[config.mk]
export PLATFORM = sky130hd
export DESIGN_NAME = twi_flag_ctrl
export DESIGN_NICKNAME = d
export VERILOG_FILES = /design/src/rtl/twi_flag_pkg.sv /design/src/rtl/twi_flag_bank.sv /design/src/rtl/twi_ack_sel.sv /design/src/rtl/twi_scl_gate.sv /design/src/rtl/twi_flag_ctrl.sv
export SDC_FILE = /design/constraint.sdc
export NUM_CORES = 1
export LEC_CHECK = 0
export BUFFER_PORTS_ARGS = -buffer_cell sky130_fd_sc_hd__buf_2
export CORE_AREA = 4 4 41 43
export CTS_CLUSTER_SIZE = 25
export DETAILED_ROUTE_END_ITERATION = 7
export DIE_AREA = 0 0 45 47
export HOLD_SLACK_MARGIN = 0.15
export PLACE_DENSITY = 0.72
export SLEW_MARGIN = 5
export SYNTH_ARGS = -nofsm -noshare
export SYNTH_HDL_FRONTEND = slang
export SYNTH_SLANG_ARGS = --single-unit
[constraint.sdc]
create_clock -name clk -period 0.9 [get_ports clk]
set_input_delay 0.09 -clock clk [delete_from_list [all_inputs] [get_ports clk]]
set_output_delay 0.09 -clock clk [all_outputs]
set_load 0.05 [all_outputs]
[src/rtl/twi_flag_pkg.sv]
package twi_flag_pkg;

  // Flag positions shared by the set port, the clear port and the read port
  localparam int AA_POS  = 2;
  localparam int SI_POS  = 3;
  localparam int STO_POS = 4;
  localparam int KIND_W  = 3;

  typedef enum logic [KIND_W-1:0] {
    RX_NONE     = 3'd0,
    RX_OWN_ADDR = 3'd1,
    RX_GEN_CALL = 3'd2,
    RX_MST_DATA = 3'd3,
    RX_SLV_DATA = 3'd4
  } rx_kind_e;

  typedef struct packed {
    logic sto;
    logic si;
    logic aa;
  } flags_t;

endpackage

[src/rtl/twi_flag_bank.sv]
module twi_flag_bank
  import twi_flag_pkg::*;
#(
  parameter int          CTL_W      = 8,
  parameter int          STATE_W    = 8,
  parameter logic [7:0]  IDLE_STATE = 8'hF8
) (
  input  logic               clk,
  input  logic               rst_n,
  input  logic               set_we,
  input  logic [CTL_W-1:0]   set_wdata,
  input  logic               clr_we,
  input  logic [CTL_W-1:0]   clr_wdata,
  input  logic               st_vld,
  input  logic [STATE_W-1:0] st_code,
  input  logic               stop_seen,
  input  logic               is_master,
  output flags_t             flags_q
);

  localparam logic [STATE_W-1:0] IDLE_CODE = STATE_W'(IDLE_STATE);

  logic set_aa, set_si, set_sto;
  logic clr_aa, clr_si;
  logic si_evt, sto_hw_clr;
  logic aa_en, si_en, sto_en;
  logic aa_d, si_d, sto_d;

  // Reserved bits of both ports are deliberately left unconnected
  logic unused_set_bits;
  logic unused_clr_bits;
  assign unused_set_bits = ^{set_wdata[AA_POS-1:0], set_wdata[CTL_W-1:STO_POS+1]};
  assign unused_clr_bits = ^{clr_wdata[AA_POS-1:0], clr_wdata[CTL_W-1:SI_POS+1]};

  always_comb begin
    set_aa  = set_we & set_wdata[AA_POS];
    set_si  = set_we & set_wdata[SI_POS];
    set_sto = set_we & set_wdata[STO_POS];
    clr_aa  = clr_we & clr_wdata[AA_POS];
    clr_si  = clr_we & clr_wdata[SI_POS];
    si_evt  = st_vld & (st_code != IDLE_CODE);
    // Bus stop in master mode, or self-clear after one cycle in slave mode
    sto_hw_clr = (stop_seen & is_master) | (flags_q.sto & ~is_master);
  end

  // Next-state: clear beats set for software; hardware event beats software clear
  always_comb begin
    aa_en = set_aa | clr_aa;
    aa_d  = clr_aa ? 1'b0 : 1'b1;

    si_en = si_evt | set_si | clr_si;
    if (si_evt)      si_d = 1'b1;
    else if (clr_si) si_d = 1'b0;
    else             si_d = 1'b1;

    sto_en = sto_hw_clr | set_sto;
    sto_d  = sto_hw_clr ? 1'b0 : 1'b1;
  end

  always_ff @(posedge clk or negedge rst_n) begin
    if (!rst_n) begin
      flags_q <= '0;
    end else begin
      if (aa_en)  flags_q.aa  <= aa_d;
      if (si_en)  flags_q.si  <= si_d;
      if (sto_en) flags_q.sto <= sto_d;
    end
  end

endmodule

[src/rtl/twi_ack_sel.sv]
module twi_ack_sel
  import twi_flag_pkg::*;
(
  input  logic              clk,
  input  logic              rst_n,
  input  logic              aa,
  input  logic              gc_en,
  input  logic [KIND_W-1:0] rx_kind,
  input  logic              stop_seen,
  input  logic              recover,
  output logic              ack_low,
  output logic              addressed_q
);

  logic addr_hit;
  logic addressed_en;
  logic addressed_d;

  always_comb begin
    unique case (rx_kind)
      RX_OWN_ADDR: ack_low = aa;
      RX_GEN_CALL: ack_low = aa & gc_en;
      RX_MST_DATA: ack_low = aa;
      RX_SLV_DATA: ack_low = aa & addressed_q;
      default:     ack_low = 1'b0;
    endcase
  end

  always_comb begin
    addr_hit     = ack_low & ((rx_kind == RX_OWN_ADDR) | (rx_kind == RX_GEN_CALL));
    addressed_en = stop_seen | recover | addr_hit;
    addressed_d  = ~(stop_seen | recover);
  end

  always_ff @(posedge clk or negedge rst_n) begin
    if (!rst_n) begin
      addressed_q <= 1'b0;
    end else if (addressed_en) begin
      addressed_q <= addressed_d;
    end
  end

endmodule

[src/rtl/twi_scl_gate.sv]
module twi_scl_gate (
  input  logic si,
  input  logic sto,
  input  logic is_master,
  input  logic scl_low,
  output logic scl_hold,
  output logic stop_req,
  output logic recover
);

  always_comb begin
    scl_hold = si & scl_low;
    stop_req = sto & is_master;
    recover  = sto & ~is_master;
  end

endmodule

[src/rtl/twi_flag_ctrl.sv]
module twi_flag_ctrl
  import twi_flag_pkg::*;
#(
  parameter int         CTL_W       = 8,
  parameter int         STATE_W     = 8,
  parameter logic [7:0] IDLE_STATE  = 8'hF8,
  parameter int         SYNC_STAGES = 2
) (
  input  logic               clk,
  input  logic               rst_n,
  input  logic               set_we,
  input  logic [CTL_W-1:0]   set_wdata,
  input  logic               clr_we,
  input  logic [CTL_W-1:0]   clr_wdata,
  output logic [CTL_W-1:0]   ctl_rdata,
  input  logic               eng_state_vld,
  input  logic [STATE_W-1:0] eng_state,
  input  logic               eng_stop_seen,
  input  logic               eng_master,
  input  logic               gc_en,
  input  logic [KIND_W-1:0]  rx_kind,
  input  logic               scl_low,
  output logic               scl_hold,
  output logic               ack_low,
  output logic               stop_req,
  output logic               recover_pulse,
  output logic               slv_addressed
);

  logic [SYNC_STAGES-1:0] rst_sync_q;
  logic                   rst_sync_n;
  flags_t                 flags;

  // Assert asynchronously, release after SYNC_STAGES edges
  generate
    if (SYNC_STAGES == 1) begin : g_sync1
      always_ff @(posedge clk or negedge rst_n) begin
        if (!rst_n) rst_sync_q <= '0;
        else        rst_sync_q <= 1'b1;
      end
    end else begin : g_syncn
      always_ff @(posedge clk or negedge rst_n) begin
        if (!rst_n) rst_sync_q <= '0;
        else        rst_sync_q <= {rst_sync_q[SYNC_STAGES-2:0], 1'b1};
      end
    end
  endgenerate

  assign rst_sync_n = rst_sync_q[SYNC_STAGES-1];

  twi_flag_bank #(
    .CTL_W      (CTL_W),
    .STATE_W    (STATE_W),
    .IDLE_STATE (IDLE_STATE)
  ) u_bank (
    .clk       (clk),
    .rst_n     (rst_sync_n),
    .set_we    (set_we),
    .set_wdata (set_wdata),
    .clr_we    (clr_we),
    .clr_wdata (clr_wdata),
    .st_vld    (eng_state_vld),
    .st_code   (eng_state),
    .stop_seen (eng_stop_seen),
    .is_master (eng_master),
    .flags_q   (flags)
  );

  twi_scl_gate u_gate (
    .si        (flags.si),
    .sto       (flags.sto),
    .is_master (eng_master),
    .scl_low   (scl_low),
    .scl_hold  (scl_hold),
    .stop_req  (stop_req),
    .recover   (recover_pulse)
  );

  twi_ack_sel u_ack (
    .clk         (clk),
    .rst_n       (rst_sync_n),
    .aa          (flags.aa),
    .gc_en       (gc_en),
    .rx_kind     (rx_kind),
    .stop_seen   (eng_stop_seen),
    .recover     (recover_pulse),
    .ack_low     (ack_low),
    .addressed_q (slv_addressed)
  );

  always_comb begin
    ctl_rdata          = '0;
    ctl_rdata[AA_POS]  = flags.aa;
    ctl_rdata[SI_POS]  = flags.si;
    ctl_rdata[STO_POS] = flags.sto;
  end

endmodule

Word-level counts from Yosys, hierarchy flattened:

Index checks and enable logic that the tools add are counted.

* register bits: 6
* bits of input ports: 36
* output and inout bits: 13
* word-level logic and storage cells: 39

* equal/unequal tests: 5
* multiplexer cells: 5
* bitwise gates (word level): 23
* reductions and logical operators: 1

Operator list (count)
* $and 1x1->1: 13
* $ne 8x8->1 const B: 1
* $or 1x1->1: 8
* $eq 3x2->1 const B: 2
* $mux 1: 4
* $eq 3x1->1 const B: 1
* $eq 3x3->1 const B: 1
* $pmux 1 s3: 1
* $not 1->1: 2
* $reduce_or 2->1: 1

Longest topological paths before layout:

* word-level depth: 5
* mapped depth: 3
* mapped depth without buffers: 3

Cells and area by module:

A second synthesis with hierarchy kept.

* cells, all modules: 37
* area total of the unflattened synthesis: 347.8 um2

By module, submodules not included
* twi_flag_bank: times used 1, cells each 14, area each 141.4 um2, seq. area each 75.1 um2
* twi_flag_ctrl: times used 1, cells each 9, area each 95.1 um2, seq. area each 50.0 um2
* twi_ack_sel: times used 1, cells each 11, area each 88.8 um2, seq. area each 25.0 um2
* twi_scl_gate: times used 1, cells each 3, area each 22.5 um2, seq. area each 0.0 um2

Worst setup path before layout:

No wires, ideal clock.

* kind: register to register
* from: register, netlist name u_bank.flags_q[2]
* to: register u_ack.addressed_q
* setup time: 121 ps
* data arrival time: 1489 ps
* required time: 779 ps
* setup slack: -710 ps
* stages on the path, launching flop included: 4
* path buffers: 0
* period minus slack after synthesis: 1610 ps
* path through: dfrtp_1 -> nor2b_1 -> nor2_1 -> a22o_1

* longest elaborated chain between the ends: 3
* elaborated cells on any way between the ends: 4
* those cells by class: 4 x bitwise

RTL lines
* $and 1x1->1 (*): RTL line twi_scl_gate.sv:14 `recover = sto & ~is_master;`
* named net recover_pulse: RTL line twi_flag_ctrl.sv:26 `output logic recover_pulse,`
* $or 1x1->1 (*): RTL line twi_ack_sel.sv:31, twi_ack_sel.sv:32
* $or 1x1->1 or $not 1->1 (tied branches): RTL line twi_ack_sel.sv:31, twi_ack_sel.sv:32
* to (signal assigned): RTL line twi_ack_sel.sv:39 `addressed_q <= addressed_d;`
* to (decl): RTL line twi_ack_sel.sv:12 `output logic addressed_q`

Mark *: on every way through the listed nets, which the timed path passes. The rest lies on a longest branch.
A chain may end at the register's enable or synchronous reset.

Worst setup path after layout:

* from: register u_ack.addressed_q
* to: output port ack_low

* longest elaborated chain between the ends: 2

RTL lines
* $and 1x1->1: RTL line twi_ack_sel.sv:24 `RX_SLV_DATA: ack_low = aa & addressed_q;`
* $pmux 1 s3: RTL line twi_ack_sel.sv:20 `unique case (rx_kind)`
* to (decl): RTL line twi_flag_ctrl.sv:24 `output logic ack_low,`

Every way passes these cells.

==> impl_metrics.json <==
{
  "p_per_area_nw_per_um2": 1340,
  "hp-class": "input port to register",
  "hpwl_um": 787,
  "layout_setup_ws_ns": -0.414,
  "drt-initial-drc-count": 0,
  "timing.final.crit_share_pct": 146,
  "syn2layout_area_growth_pct": 129,
  "yosys.area.top_type": "dfrtp_1",
  "critPathKind": "register to primary output",
  "swShare_pct": 35.4,
  "grt_pass1_wl_um": 1880,
  "placed_area_um2": 536,
  "overflow": 0,
  "reg2reg_from": "u_bank.flags_q[0]",
  "diodes": 0,
  "min_from": "eng_state[2]",
  "numCtsBuffers": 3,
  "h-tree-depth": 1,
  "total_power_mw": 1.09,
  "ir_drop_v": 0.000927,
  "avgSynthCellArea_um2": 9.35,
  "die_w_um": 45,
  "grt_pass1_vias": 461,
  "ys_ff_latch": 6,
  "drv_slew": 0,
  "crit_arrival_ns": 1.22,
  "vias": 452,
  "dp_slack_ns": -0.206,
  "initial_core_util_pct": 27.3,
  "fmax_mhz": 761,
  "first_pass_iters": 1,
  "crit_start": "u_ack.addressed_q",
  "design_area_um2": 813,
  "period_needed_ns": 1.31,
  "die_h_um": 47,
  "p_leak_nw": 0.406,
  "yosys_warnings": 0,
  "rsz0062_at_grt": "true",
  "combPwrFrac_pct": 46.6,
  "fillers": 116,
  "cts_sinks": 6,
  "synth_edf_count": 0,
  "p_clk_share_pct": 25.1,
  "startpoint_type": "register",
  "yosys-top-cells-area": "dfrtp_1 (42%), buf_4 (17%), a21oi_1 (7.0%)",
  "synth.top_cell.area_share_pct": 42.3,
  "violations": "negative setup slack",
  "synth_common_cells": "buf_4 (8), dfrtp_1 (6), a21oi_1 (5), and2_1 (3), nand2_1 (3)",
  "cts_buffer_depth": 2,
  "via_per_inst": 4.39,
  "crit_required_ns": 0.81,
  "final_layout_size_suffix_gt1_share_pct": 62.5,
  "rows": 13,
  "place.gp.congestion": 0.616,
  "synth_cell_types": 17,
  "maxCapViolCount": 0,
  "synthCells": 38,
  "grt_max_degree": 5,
  "antenna_found_initial": 0,
  "whs_ns": 0.143,
  "end_kind": "primary output",
  "wl_um": 1230,
  "finish.utilization_pct": 62.5,
  "grt_usage_pct": 12.5,
  "netlist_area_um2": 355,
  "crit_path_max_fanout": 2,
  "tritoncts": "yes",
  "ant_nets": 0,
  "switchingPower_mw": 0.386,
  "ys_seq_area_share_pct": 42.3,
  "synthArstFlopShare_pct": 100,
  "cts_root_buf": "clkbuf_4",
  "setup_viol": 8,
  "yosysMostFrequentCell": "buf_4",
  "status": "finished with violations",
  "coreArea_um2": 1300,
  "portBuffers": 32,
  "hold_viol": 0,
  "nNetsFinal": 125,
  "clk_pin_slew_ns": 0.05,
  "ys.flop_type": "dfrtp_1",
  "clkLatencyLatePin_ns": 0.25,
  "ios": 49,
  "internal-power_mw": 0.703,
  "wl_per_cell_um": 11.9,
  "dieArea_um2": 2120,
  "clock_skew_ns": 0.00831,
  "seq_power_share_pct": 28.3,
  "drc_errors": 0
}
-- through the flow --
step,std cells,TNS (ns)
detailed placement,85,-0.387
floorplan,42,-0.492
global placement,85,-0.353
finish,103,-1.45
CTS,101,-1.31
global route,103,-1.78
-- power groups by stage --
stage / Combinational (mW) / Sequential [mW] / Clock [mW]
finish: 0.507 / 0.308 / 0.274
global route: 0.536 / 0.310 / 0.298
CTS: 0.464 / 0.308 / 0.283
detailed placement: 0.335 / 0.312 / 0
global placement: 0.330 / 0.311 / 0
floorplan: 0.245 / 0.318 / 0
-- worst max-delay path, stage by stage (launching register included) --
cell and delay [ns]:
dfrtp_2 0.36, nand2_2 0.06, o32ai_2 0.23, and2_4 0.19
buf_8 0.14
-- final cells by class --
type | count | area [um^2] | area share, %
Multi-Input combinational cell | 28 | 211 | 26.0
Timing Repair Buffer | 50 | 405 | 49.8
Clock buffer | 4 | 26.3 | 3.23
Tap cell | 15 | 18.8 | 2.31
Sequential cell | 6 | 151 | 18.6
-- metal layers --
metal  GRT usage, %  wire length [um]
met1           12.1               393
met2           24.3               689
met3           4.98               130
met4           3.51                16
met5              0                 0
-- placed cells by master (no fill, tap or decap) --
master	Yosys	layout
clkbuf_4	0	3
dfrtp_2	0	1
buf_8	0	5
a21oi_4	0	1
and2_4	0	3
a21o_1	1	1
or4b_1	1	1
o32ai_2	0	1
buf_4	8	4
a21oi_2	0	1
nand2_1	3	2
nand4_1	1	1
a21oi_1	5	3
a22o_1	1	1
nand2_2	0	1
mux2i_1	1	1
a211oi_2	0	1
o21ai_1	1	1
clkbuf_1	0	1
buf_2	0	24
conb_1	2	6
nor2b_4	0	1
dfrtp_1	6	5
dlygate4sd3_1	0	9
nor2_1	1	1
nor4b_2	0	1
buf_6	0	8
-- sequential cells by signal, summed over array words and instances, names as in the netlist --
| signal | count |
|---|---|
| u_ack.addressed_q | 1 |
| rst_sync_q | 2 |
| u_bank.flags_q | 3 |
-- final timing paths --
check / end / slack, ns / cells past startpoint
max: ack_low / -0.41 / 4
min: u_bank.flags_q[1] / 0.14 / 4
max reg2reg: u_ack.addressed_q / -0.07 / 3
min reg2reg: rst_sync_q[1] / 0.33 / 0
max in group asynchronous: u_ack.addressed_q / 0.10 / 1
min in group asynchronous: rst_sync_q[1] / 0.15 / 2
-- logic make-up after synthesis --
kind of cell	after synthesis	synth area share (%)
buf+inv	8	16.9
mux	1	2.82
flops	6	42.3
compound gates	10	17.6
simple gates	11	18.3
other cells	2	2.11
-- timing repair --
action                     in CTS  in global routing
gates cloned                    0                  0
pin swaps                       3                  1
resized for setup              27                  7
hold buffers                    9                  0
hold endpoints to repair        9                  0
setup buffers                   3                  3
setup endpoints to repair       9                 10
Note: power is estimated with default switching activity, not from simulation.
